--- config.mk ---
export PLATFORM = sky130hd
export DESIGN_NAME = lwc_core
export DESIGN_NICKNAME = d
export VERILOG_FILES = /design/src/rtl/lwc_pkg.sv /design/src/rtl/lwc_ctrl.sv /design/src/rtl/lwc_regfile.sv /design/src/rtl/lwc_datapath.sv /design/src/rtl/lwc_core.sv
export SDC_FILE = /design/constraint.sdc
export NUM_CORES = 1
export LEC_CHECK = 0
export ABC_AREA = 1
export CAP_MARGIN = 20
export CORE_ASPECT_RATIO = 1.5
export CORE_MARGIN = 4
export CORE_UTILIZATION = 35
export CTS_BUF_LIST = sky130_fd_sc_hd__clkbuf_8
export DETAILED_ROUTE_END_ITERATION = 8
export MAX_ROUTING_LAYER = met4
export PLACE_DENSITY = 0.6
export SYNTH_ARGS = -nofsm -noshare
export SYNTH_HDL_FRONTEND = slang
export SYNTH_SLANG_ARGS = --single-unit
--- constraint.sdc ---
create_clock -name clk -period 7.9 [get_ports clk]
set_input_delay 0.79 -clock clk [delete_from_list [all_inputs] [get_ports clk]]
set_output_delay 0.79 -clock clk [all_outputs]
set_load 0.01 [all_outputs]
--- src/rtl/lwc_pkg.sv ---
package lwc_pkg;

    typedef enum logic [3:0] {
        ST_FETCH,
        ST_DECODE,
        ST_ADR_PC,
        ST_ADR_OFS,
        ST_ADR_RD,
        ST_ADR_ADD,
        ST_ADR_MAR,
        ST_DREAD,
        ST_WBACK
    } lwc_state_e;

    typedef enum logic [1:0] {
        WR_NONE,
        WR_SCR0,
        WR_SCR1,
        WR_DEST
    } lwc_wsel_e;

    localparam int BUS_SRC_N = 4;
    localparam int SRC_PC    = 0;
    localparam int SRC_OFS   = 1;
    localparam int SRC_ALU   = 2;
    localparam int SRC_MDR   = 3;

    typedef struct packed {
        logic                 fetch_req;
        logic                 pc_bump;
        logic [BUS_SRC_N-1:0] bus_src;
        lwc_wsel_e            wsel;
        logic                 alu_in_ld;
        logic                 alu_out_ld;
        logic                 mar_ld;
        logic                 data_req;
        logic                 wb_strobe;
    } lwc_ctl_t;

endpackage

--- src/rtl/lwc_ctrl.sv ---
module lwc_ctrl
    import lwc_pkg::*;
(
    input  logic     clk,
    input  logic     rst,
    input  logic     imem_ready,
    input  logic     dmem_ready,
    input  logic     is_load,
    output lwc_ctl_t ctl
);

    lwc_state_e state, state_nx;

    always_ff @(posedge clk) begin
        if (rst) state <= ST_FETCH;
        else     state <= state_nx;
    end

    always_comb begin
        state_nx = state;
        unique case (state)
            ST_FETCH:   if (imem_ready) state_nx = ST_DECODE;
            ST_DECODE:  state_nx = is_load ? ST_ADR_PC : ST_FETCH;
            ST_ADR_PC:  state_nx = ST_ADR_OFS;
            ST_ADR_OFS: state_nx = ST_ADR_RD;
            ST_ADR_RD:  state_nx = ST_ADR_ADD;
            ST_ADR_ADD: state_nx = ST_ADR_MAR;
            ST_ADR_MAR: state_nx = ST_DREAD;
            ST_DREAD:   if (dmem_ready) state_nx = ST_WBACK;
            ST_WBACK:   state_nx = ST_FETCH;
            default:    state_nx = ST_FETCH;
        endcase
    end

    // Moore outputs: a function of the current state only
    always_comb begin
        ctl      = '0;
        ctl.wsel = WR_NONE;
        unique case (state)
            ST_FETCH:   ctl.fetch_req = 1'b1;
            ST_DECODE:  ctl.pc_bump = 1'b1;
            ST_ADR_PC: begin
                ctl.bus_src[SRC_PC] = 1'b1;
                ctl.wsel            = WR_SCR0;
            end
            ST_ADR_OFS: begin
                ctl.bus_src[SRC_OFS] = 1'b1;
                ctl.wsel             = WR_SCR1;
            end
            ST_ADR_RD:  ctl.alu_in_ld = 1'b1;
            ST_ADR_ADD: ctl.alu_out_ld = 1'b1;
            ST_ADR_MAR: begin
                ctl.bus_src[SRC_ALU] = 1'b1;
                ctl.mar_ld           = 1'b1;
            end
            ST_DREAD:   ctl.data_req = 1'b1;
            ST_WBACK: begin
                ctl.bus_src[SRC_MDR] = 1'b1;
                ctl.wsel             = WR_DEST;
                ctl.wb_strobe        = 1'b1;
            end
            default: ;
        endcase
    end

    assert_bus_onehot_R9: assert property (@(posedge clk) disable iff (rst)
        $onehot0(ctl.bus_src));

    assert_adr_chain_R5: assert property (@(posedge clk) disable iff (rst)
        (state == ST_DREAD && $past(state) != ST_DREAD) |-> $past(state, 5) == ST_ADR_PC);

endmodule

--- src/rtl/lwc_regfile.sv ---
module lwc_regfile #(
    parameter int DW    = 32,
    parameter int NARCH = 32,
    parameter int NSCR  = 2,
    localparam int NENT = NARCH + NSCR,
    localparam int AW   = $clog2(NENT)
) (
    input  logic          clk,
    input  logic          we,
    input  logic [AW-1:0] waddr,
    input  logic [DW-1:0] wdata,
    input  logic [AW-1:0] raddr_a,
    input  logic [AW-1:0] raddr_b,
    output logic [DW-1:0] rdata_a,
    output logic [DW-1:0] rdata_b
);

    logic [DW-1:0] mem [NENT];

    always_ff @(posedge clk) begin
        if (we) mem[waddr] <= wdata;
    end

    assign rdata_a = mem[raddr_a];
    assign rdata_b = mem[raddr_b];

endmodule

--- src/rtl/lwc_datapath.sv ---
module lwc_datapath
    import lwc_pkg::*;
#(
    parameter int          XLEN     = 32,
    parameter int          OFS_W    = 16,
    parameter int          RA_W     = 5,
    parameter int          OPC_W    = 6,
    parameter logic [5:0]  LOAD_OPC = 6'h23,
    parameter int          PC_STEP  = 4,
    localparam int NARCH  = 1 << RA_W,
    localparam int RF_AW  = $clog2(NARCH + 2),
    localparam int DEST_LO = XLEN - OPC_W - RA_W,
    localparam int SPARE_W = DEST_LO - OFS_W
) (
    input  logic            clk,
    input  logic            rst,
    input  lwc_ctl_t        ctl,
    input  logic            imem_ready,
    input  logic [XLEN-1:0] imem_rdata,
    input  logic            dmem_ready,
    input  logic [XLEN-1:0] dmem_rdata,
    output logic [XLEN-1:0] pc,
    output logic [XLEN-1:0] mar,
    output logic            is_load,
    output logic [RA_W-1:0] wb_reg,
    output logic [XLEN-1:0] wb_data
);

    logic [XLEN-1:0] ir, mdr, alu_a, alu_b, alu_o, ofs_ext, wbus;
    logic [XLEN-1:0] rd_a, rd_b;
    logic [RA_W-1:0] dest;
    logic            rf_we;
    logic [RF_AW-1:0] rf_waddr;
    logic            spare_unused;

    assign dest         = ir[DEST_LO +: RA_W];
    assign ofs_ext      = {{(XLEN-OFS_W){ir[OFS_W-1]}}, ir[OFS_W-1:0]};
    assign is_load      = (ir[XLEN-1 -: OPC_W] == OPC_W'(LOAD_OPC));
    assign spare_unused = ^ir[OFS_W +: SPARE_W];

    always_ff @(posedge clk) begin
        if (rst)              pc <= '0;
        else if (ctl.pc_bump) pc <= pc + XLEN'(PC_STEP);
    end

    always_ff @(posedge clk) begin
        if (rst) begin
            ir  <= '0;
            mdr <= '0;
            mar <= '0;
        end else begin
            if (ctl.fetch_req && imem_ready) ir  <= imem_rdata;
            if (ctl.data_req && dmem_ready)  mdr <= dmem_rdata;
            if (ctl.mar_ld)                  mar <= wbus;
        end
    end

    // write bus: AND-OR of the gated sources
    logic [XLEN-1:0] bus_in   [BUS_SRC_N];
    logic [XLEN-1:0] bus_part [BUS_SRC_N+1];
    assign bus_in[SRC_PC]  = pc;
    assign bus_in[SRC_OFS] = ofs_ext;
    assign bus_in[SRC_ALU] = alu_o;
    assign bus_in[SRC_MDR] = mdr;
    assign bus_part[0]     = '0;
    for (genvar g = 0; g < BUS_SRC_N; g++) begin : g_bus
        assign bus_part[g+1] = bus_part[g] | (bus_in[g] & {XLEN{ctl.bus_src[g]}});
    end
    assign wbus = bus_part[BUS_SRC_N];

    always_comb begin
        rf_we    = 1'b1;
        rf_waddr = RF_AW'(dest);
        unique case (ctl.wsel)
            WR_NONE: rf_we    = 1'b0;
            WR_SCR0: rf_waddr = RF_AW'(NARCH);
            WR_SCR1: rf_waddr = RF_AW'(NARCH + 1);
            WR_DEST: rf_waddr = RF_AW'(dest);
            default: rf_we    = 1'b0;
        endcase
    end

    lwc_regfile #(.DW(XLEN), .NARCH(NARCH), .NSCR(2)) u_rf (
        .clk     (clk),
        .we      (rf_we),
        .waddr   (rf_waddr),
        .wdata   (wbus),
        .raddr_a (RF_AW'(NARCH)),
        .raddr_b (RF_AW'(NARCH + 1)),
        .rdata_a (rd_a),
        .rdata_b (rd_b)
    );

    always_ff @(posedge clk) begin
        if (rst) begin
            alu_a <= '0;
            alu_b <= '0;
            alu_o <= '0;
        end else begin
            if (ctl.alu_in_ld) begin
                alu_a <= rd_a;
                alu_b <= rd_b;
            end
            if (ctl.alu_out_ld) alu_o <= alu_a + alu_b;
        end
    end

    assign wb_reg  = dest;
    assign wb_data = wbus;

endmodule

--- src/rtl/lwc_core.sv ---
module lwc_core
    import lwc_pkg::*;
#(
    parameter int         XLEN     = 32,
    parameter int         OFS_W    = 16,
    parameter int         RA_W     = 5,
    parameter int         OPC_W    = 6,
    parameter logic [5:0] LOAD_OPC = 6'h23,
    parameter int         PC_STEP  = 4
) (
    input  logic            clk,
    input  logic            rst,
    output logic            imem_req,
    output logic [XLEN-1:0] imem_addr,
    input  logic            imem_ready,
    input  logic [XLEN-1:0] imem_rdata,
    output logic            dmem_req,
    output logic [XLEN-1:0] dmem_addr,
    input  logic            dmem_ready,
    input  logic [XLEN-1:0] dmem_rdata,
    output logic            wb_valid,
    output logic [RA_W-1:0] wb_reg,
    output logic [XLEN-1:0] wb_data
);

    lwc_ctl_t ctl;
    logic     is_load;

    lwc_ctrl u_ctrl (
        .clk        (clk),
        .rst        (rst),
        .imem_ready (imem_ready),
        .dmem_ready (dmem_ready),
        .is_load    (is_load),
        .ctl        (ctl)
    );

    lwc_datapath #(
        .XLEN(XLEN), .OFS_W(OFS_W), .RA_W(RA_W), .OPC_W(OPC_W),
        .LOAD_OPC(LOAD_OPC), .PC_STEP(PC_STEP)
    ) u_dp (
        .clk        (clk),
        .rst        (rst),
        .ctl        (ctl),
        .imem_ready (imem_ready),
        .imem_rdata (imem_rdata),
        .dmem_ready (dmem_ready),
        .dmem_rdata (dmem_rdata),
        .pc         (imem_addr),
        .mar        (dmem_addr),
        .is_load    (is_load),
        .wb_reg     (wb_reg),
        .wb_data    (wb_data)
    );

    assign imem_req = ctl.fetch_req;
    assign dmem_req = ctl.data_req;
    assign wb_valid = ctl.wb_strobe;

    assert_reset_fetch_R1: assert property (@(posedge clk) disable iff (rst)
        $past(rst) |-> (imem_req && imem_addr == '0 && !dmem_req && !wb_valid));

    assert_fetch_hold_R2: assert property (@(posedge clk) disable iff (rst)
        (imem_req && !imem_ready) |=> (imem_req && $stable(imem_addr)));

    assert_no_overlap_R2: assert property (@(posedge clk) disable iff (rst)
        !(imem_req && dmem_req));

    assert_dread_hold_R6: assert property (@(posedge clk) disable iff (rst)
        (dmem_req && !dmem_ready) |=> (dmem_req && $stable(dmem_addr)));

    assert_wb_pulse_R7: assert property (@(posedge clk) disable iff (rst)
        wb_valid |=> (!wb_valid && imem_req));

endmodule

After elaboration in Yosys (flattened, before gate mapping) --
Memories as Yosys holds them, arrays and structs flattened. A register that Yosys moved wholly into a read port is not among the register bits. Index checks and enable logic that the tools add are counted.
Storage, ports and cells: register bits after elaboration 164, bits in writable memories 1088, input bits 68, output and inout bits 104, word-level logic and storage cells 50, memories kept 1
Memories:
- u_dp.u_rf.mem | words 34, bits a word 32, rd ports 2, clocked after memory_dff 2, wr ports 1, line lwc_regfile.sv:18 | logic [DW-1:0] mem [NENT];
Operators by class: $add $sub $neg 2, equal/unequal tests 13, muxes and demuxes 16, bitwise gates (word level) 7, reduce and logical (&&, ||, !) cells 5
Operator list (count):
- $and A32 B32 Y32 | 4
- $or A32 B32 Y32 | 3
- $add A32 B3 Y32 const B | 1
- $add A32 B32 Y32 | 1
- $pmux W4 S8 | 1
- $eq A4 B3 Y1 const B | 4
- $pmux W6 S2 | 1
- $mux W1 | 10
- $eq A4 B2 Y1 const B | 2
- $mux W4 | 2
- $eq A6 B6 Y1 const B | 1
- $pmux W2 S3 | 1
- $eq A4 B1 Y1 const B | 1
- $eq A4 B4 Y1 const B | 1
- $logic_not A4 Y1 | 1
- $ne A2 B2 Y1 const B | 2
- $eq A2 B1 Y1 const B | 1
- $eq A2 B2 Y1 const B | 1
- $logic_and A1 B1 Y1 | 2
- $logic_not A2 Y1 | 1
- $mux W2 | 1
- $reduce_and A2 Y1 | 1

Depth between registers and ports, before layout --
depth in word-level cells 6, mapped depth 14

Hierarchy --
A second synthesis with hierarchy kept.
Second synthesis, totals: cells, all modules 7949, area, all modules 66825.3 µm²
Modules (own cells, without submodules):
- lwc_regfile | times used 1, cells each 6131, area each 55186.7 µm², seq. area each 32671.3 µm²
- lwc_datapath | times used 1, cells each 1769, area each 11334.6 µm², seq. area each 4344.2 µm²
- lwc_ctrl | times used 1, cells each 49, area each 304.0 µm², seq. area each 80.1 µm²

Worst setup path after synthesis --
OpenSTA, ideal clock, no wires.
kind reg-to-reg, start register u_ctrl.state[1], end memory u_dp.u_rf.mem[33][0], enable pin, setup time 468 ps, data arrival time 3885 ps, setup slack 3547 ps, stages on the path, launching flop included 9, cell sequence dfxtp_1 inv_1 nand2_2 nor3_2 buf_2 nor2_1 ha_1 inv_1 nor3b_1
Between the ends: longest elaborated chain between the ends 4, elaborated cells on any way between the ends 9
Ends and longest elaborated chain:
- start, declared | line lwc_ctrl.sv:12 | lwc_state_e state, state_nx;
- start signal, assigned | line lwc_ctrl.sv:16 | else state <= state_nx;
- $eq A4 B4 Y1 / $eq A4 B2 Y1 (equally long branches) | line lwc_ctrl.sv:39 | unique case (state)
- $pmux W2 S3 (*) | line lwc_ctrl.sv:39
- $eq A2 B2 Y1 (tied with other cells) | line lwc_datapath.sv:74 | unique case (ctl.wsel)
- $pmux W6 S2 / $mux W1 (equally long branches) | line lwc_datapath.sv:74, lwc_regfile.sv:21
- end, declared | line lwc_regfile.sv:18
Mark *: on every way between the ends. The rest lies on a longest branch, timed or not.

Final worst setup path --
start register u_ctrl.state[1], end output wb_data[10]
Between the ends: longest elaborated chain between the ends 6, elaborated cells on any way between the ends 15
Ends and longest elaborated chain:
- $eq A4 B2 Y1 | line lwc_ctrl.sv:39
- $mux W1 | line lwc_ctrl.sv:39
- $and A32 B32 Y32 | line lwc_datapath.sv:67 | assign bus_part[g+1] = bus_part[g] | (bus_in[g] & {XLEN{ctl.bus_src[g]}});
- $or A32 B32 Y32 (2 in series) | line lwc_datapath.sv:67
- $or A32 B32 Y32 (*) | line lwc_datapath.sv:67
- end, declared | line lwc_core.sv:23 | output logic [XLEN-1:0] wb_data
Marked as above.

==> results_dict.tcl <==
set metrics [dict create \
    port_buffers 164 \
    min_to "u_dp.mdr[12]" \
    cp_slowest_cell "clkdlybuf4s50_1" \
    grt_max_degree 75 \
    path_max_fanout 10 \
    cts_setup_buffers 0 \
    root_buffer "clkbuf_8" \
    syn_inst 1804 \
    layout_setup_ws_ns 4.02 \
    end_kind "output port" \
    yosysTopAreaCell "dfxtp_1" \
    hpwl_um 30600 \
    rrSetupSlack_ns 5.31 \
    fin_tns_setup_ns 0 \
    required_ns 7.11 \
    slowest_delay_ns 0.68 \
    grt_setup_unrepaired "false" \
    cpLargestDelayFamily "buffers and inverters" \
    seq_area_frac_synth_pct 47.2 \
    p_comb_share_pct 3.5 \
    seq_power_share_pct 52.3 \
    synth_commonest_cells "430 x nand2_1, 257 x nor2_1, 226 x inv_1" \
    yosysMostFrequentCell "nand2_1" \
    die_h_um 248 \
    cts_tree "yes" \
    yosys.cell_types.count 46 \
    synth_top_area_share_pct 32.9 \
    dieArea_mm2 0.0417 \
    cts-buffers-inserted 44 \
    setup_viol 0 \
    drive_above_1_share_pct 6.50 \
    pin_count 172 \
    syn_to_final_growth_pct 21.5 \
    worst-path-buf-inv 2 \
    power.density_mw_per_mm2 176 \
    skew_ns 0.0187 \
    synth-seq-cells 285 \
    p_sw_mw 0.662 \
    antenna_found_initial 1 \
    first_iter_violations 605 \
    std_cell_rows 87 \
    track_usage_pct 20.3 \
    period_share_pct 49.1 \
    h-tree-depth 2 \
    reg2reg_from "u_ctrl.state[1]" \
    ys_top_cells_by_area "dfxtp_1 33%, edfxtp_1 14%, nand2_1 12%, nor2_1 7.2%, inv_1 6.3%" \
    status "complete, no violations" \
    holdPathStages 2 \
    hold_start "u_dp.mdr[12]" \
    swShare_pct 23.1 \
    async_flop_share_pct 0 \
    worst_hold_path_type "flop to flop" \
    fin_crit_ns 3.88 \
    ys_warn_count 0 \
    path_cells "nand2_1, nor2_4, inv_2, o2111ai_1, clkdlybuf4s50_1" \
    drt_wl_total_um 42200 \
    max_freq_mhz 258 \
    startpoint_type "flop" \
    p_int_mw 2.21 \
    path_class "flop to output port" \
    wl_per_cell_um 17.0 \
    path_clk_slew_ns 0.07 \
    num_vias 12100 \
    ir_drop_mv 0.134 \
    grt_pass1_vias 11800 \
    start_util_pct 35.6 \
    hold_viol 0 \
    fp.coreArea_mm2 0.0378 \
    cp.arrival_ns 3.09 \
    vias_per_cell 4.87 \
    synthFlopType "dfxtp_1" \
    ff2ff_path_depth 9 \
    drv_slew 0 \
    place_ws_ns 4.63 \
    dr.pass1.iters 5 \
    grt_pass1_wl_um 64900 \
    overflow 0 \
    die_w_um 168 \
    final_antenna_net_count 0 \
    synth_edf_count 64 \
    holdBufCountCts 0 \
    syn_area_mm2 0.0135 \
    drcViolationCount 0 \
    worstMarginPinSlew_ns 0.922 \
    syn_area_per_cell_um2 7.46 \
    clk_path_buf_depth 3 \
    slew_headroom_pct 38.5 \
    max_cap_viol_count 0 \
    nets 2052 \
    cts_resized 0 \
    r2r-end "u_dp.u_rf.mem[33][26]" \
    clk_latency_ns 0.58 \
    gp_congestion 0.971 \
    leakage_nw 7.07 \
    cts_sinks 285 \
    clkPwrFrac_pct 44.2 \
]
## routing by layer
| layer | wire [µm] | global-route usage [%] |
|---|---|---|
| met2 | 22000 | 36.4 |
| met4 | 1800 | 9.10 |
| met5 | 0 | - |
| met3 | 1580 | 2.51 |
| met1 | 16800 | 22.5 |
## cell families (layout without fill, tap and decap cells)
group / after synthesis / count (layout) / share of synthesized area [%]
and+or+nand+nor: 844 / 844 / 26.4
buffers and inverters: 318 / 498 / 9.51
AOI/OAI and AO/OA: 297 / 297 / 12.0
DFF: 285 / 285 / 47.2
adders and majority gates: 35 / 35 / 3.31
xor gates and xnor gates: 24 / 24 / 1.56
other: 1 / 3 / 0.0279
## worst max-delay path by stage
stage,from,endpoint,slack (ns),cells after the start
2_1_floorplan,u_ctrl.state[1],u_dp.u_rf.mem[33][0],3.55,8
3_3_place_gp,u_ctrl.state[1],wb_data[10],4.66,5
3_5_place_dp,u_ctrl.state[1],wb_data[10],4.63,5
4_1_cts,u_ctrl.state[1],wb_data[10],3.99,5
5_1_grt,u_ctrl.state[1],wb_data[10],3.85,5
6_report,u_ctrl.state[1],wb_data[10],4.02,5
## placed cells by master (no fill, tap or decap), types with 3 or more instances in the layout
cell type	n
nor2_1	257
nor3_1	9
dfxtp_1	221
nor3_2	7
o2111ai_1	19
o21ai_1	5
clkinv_2	9
nand3_1	93
buf_4	14
nand2_2	6
a21oi_1	138
edfxtp_1	64
nor2_2	4
a221oi_1	7
xor2_1	20
inv_1	237
and2_1	3
ha_1	34
o21ai_0	116
xnor2_1	4
clkdlybuf4s50_1	163
clkinv_1	5
nand2_1	430
nor2_4	10
nand4_1	12
inv_2	13
clkbuf_8	52
## power by group through the flow
stage	clock (mW)	combinational [mW]	sequential [mW]
6_report	1.27	0.101	1.50
5_1_grt	1.37	0.110	1.50
4_1_cts	1.30	0.102	1.50
3_5_place_dp	0	0.102	1.53
3_3_place_gp	0	0.101	1.53
2_1_floorplan	0	0.0520	1.53
## state kept, by name, summed over array words and instances (netlist names)
signal         cells
u_dp.pc           30
u_dp.alu_a        32
u_dp.mdr          32
u_ctrl.state       4
u_dp.ir           27
u_dp.alu_o        32
u_dp.alu_b        32
u_dp.mar          32
u_dp.u_rf.mem     64
## stage by stage
stage          hold slack (ns)  utilization [%]  std cells  area, µm²  power, mW
2_1_floorplan            0.425                -       1805      13500       1.58
3_3_place_gp             0.436             40.9       2392      15400       1.63
3_5_place_dp             0.441             40.9       2392      15400       1.64
4_1_cts                  0.451             43.3       2474      16300       2.91
5_1_grt                  0.464             43.3       2475      16300       2.98
6_report                 0.450             43.3       2475      16300       2.87
## worst min-delay path, delay by kind of cell (launching register included)
family	cells	cell delay [ns]
AO/OA/AOI/OAI	1	0.05
buffers and inverters	1	0.05
flip-flops	1	0.30
## final cells by class
class / instances / area (µm²)
Inverter: 239 / 898
Sequential cell: 285 / 6350
Antenna cell: 1 / 2.50
Tap cell: 489 / 612
Timing Repair Buffer: 177 / 1740
Clock buffer: 52 / 716
Clock inverter: 30 / 189
Fill cell: 3798 / 21400
Multi-Input combinational cell: 1202 / 5850
Power figures use the tool's default switching activity.
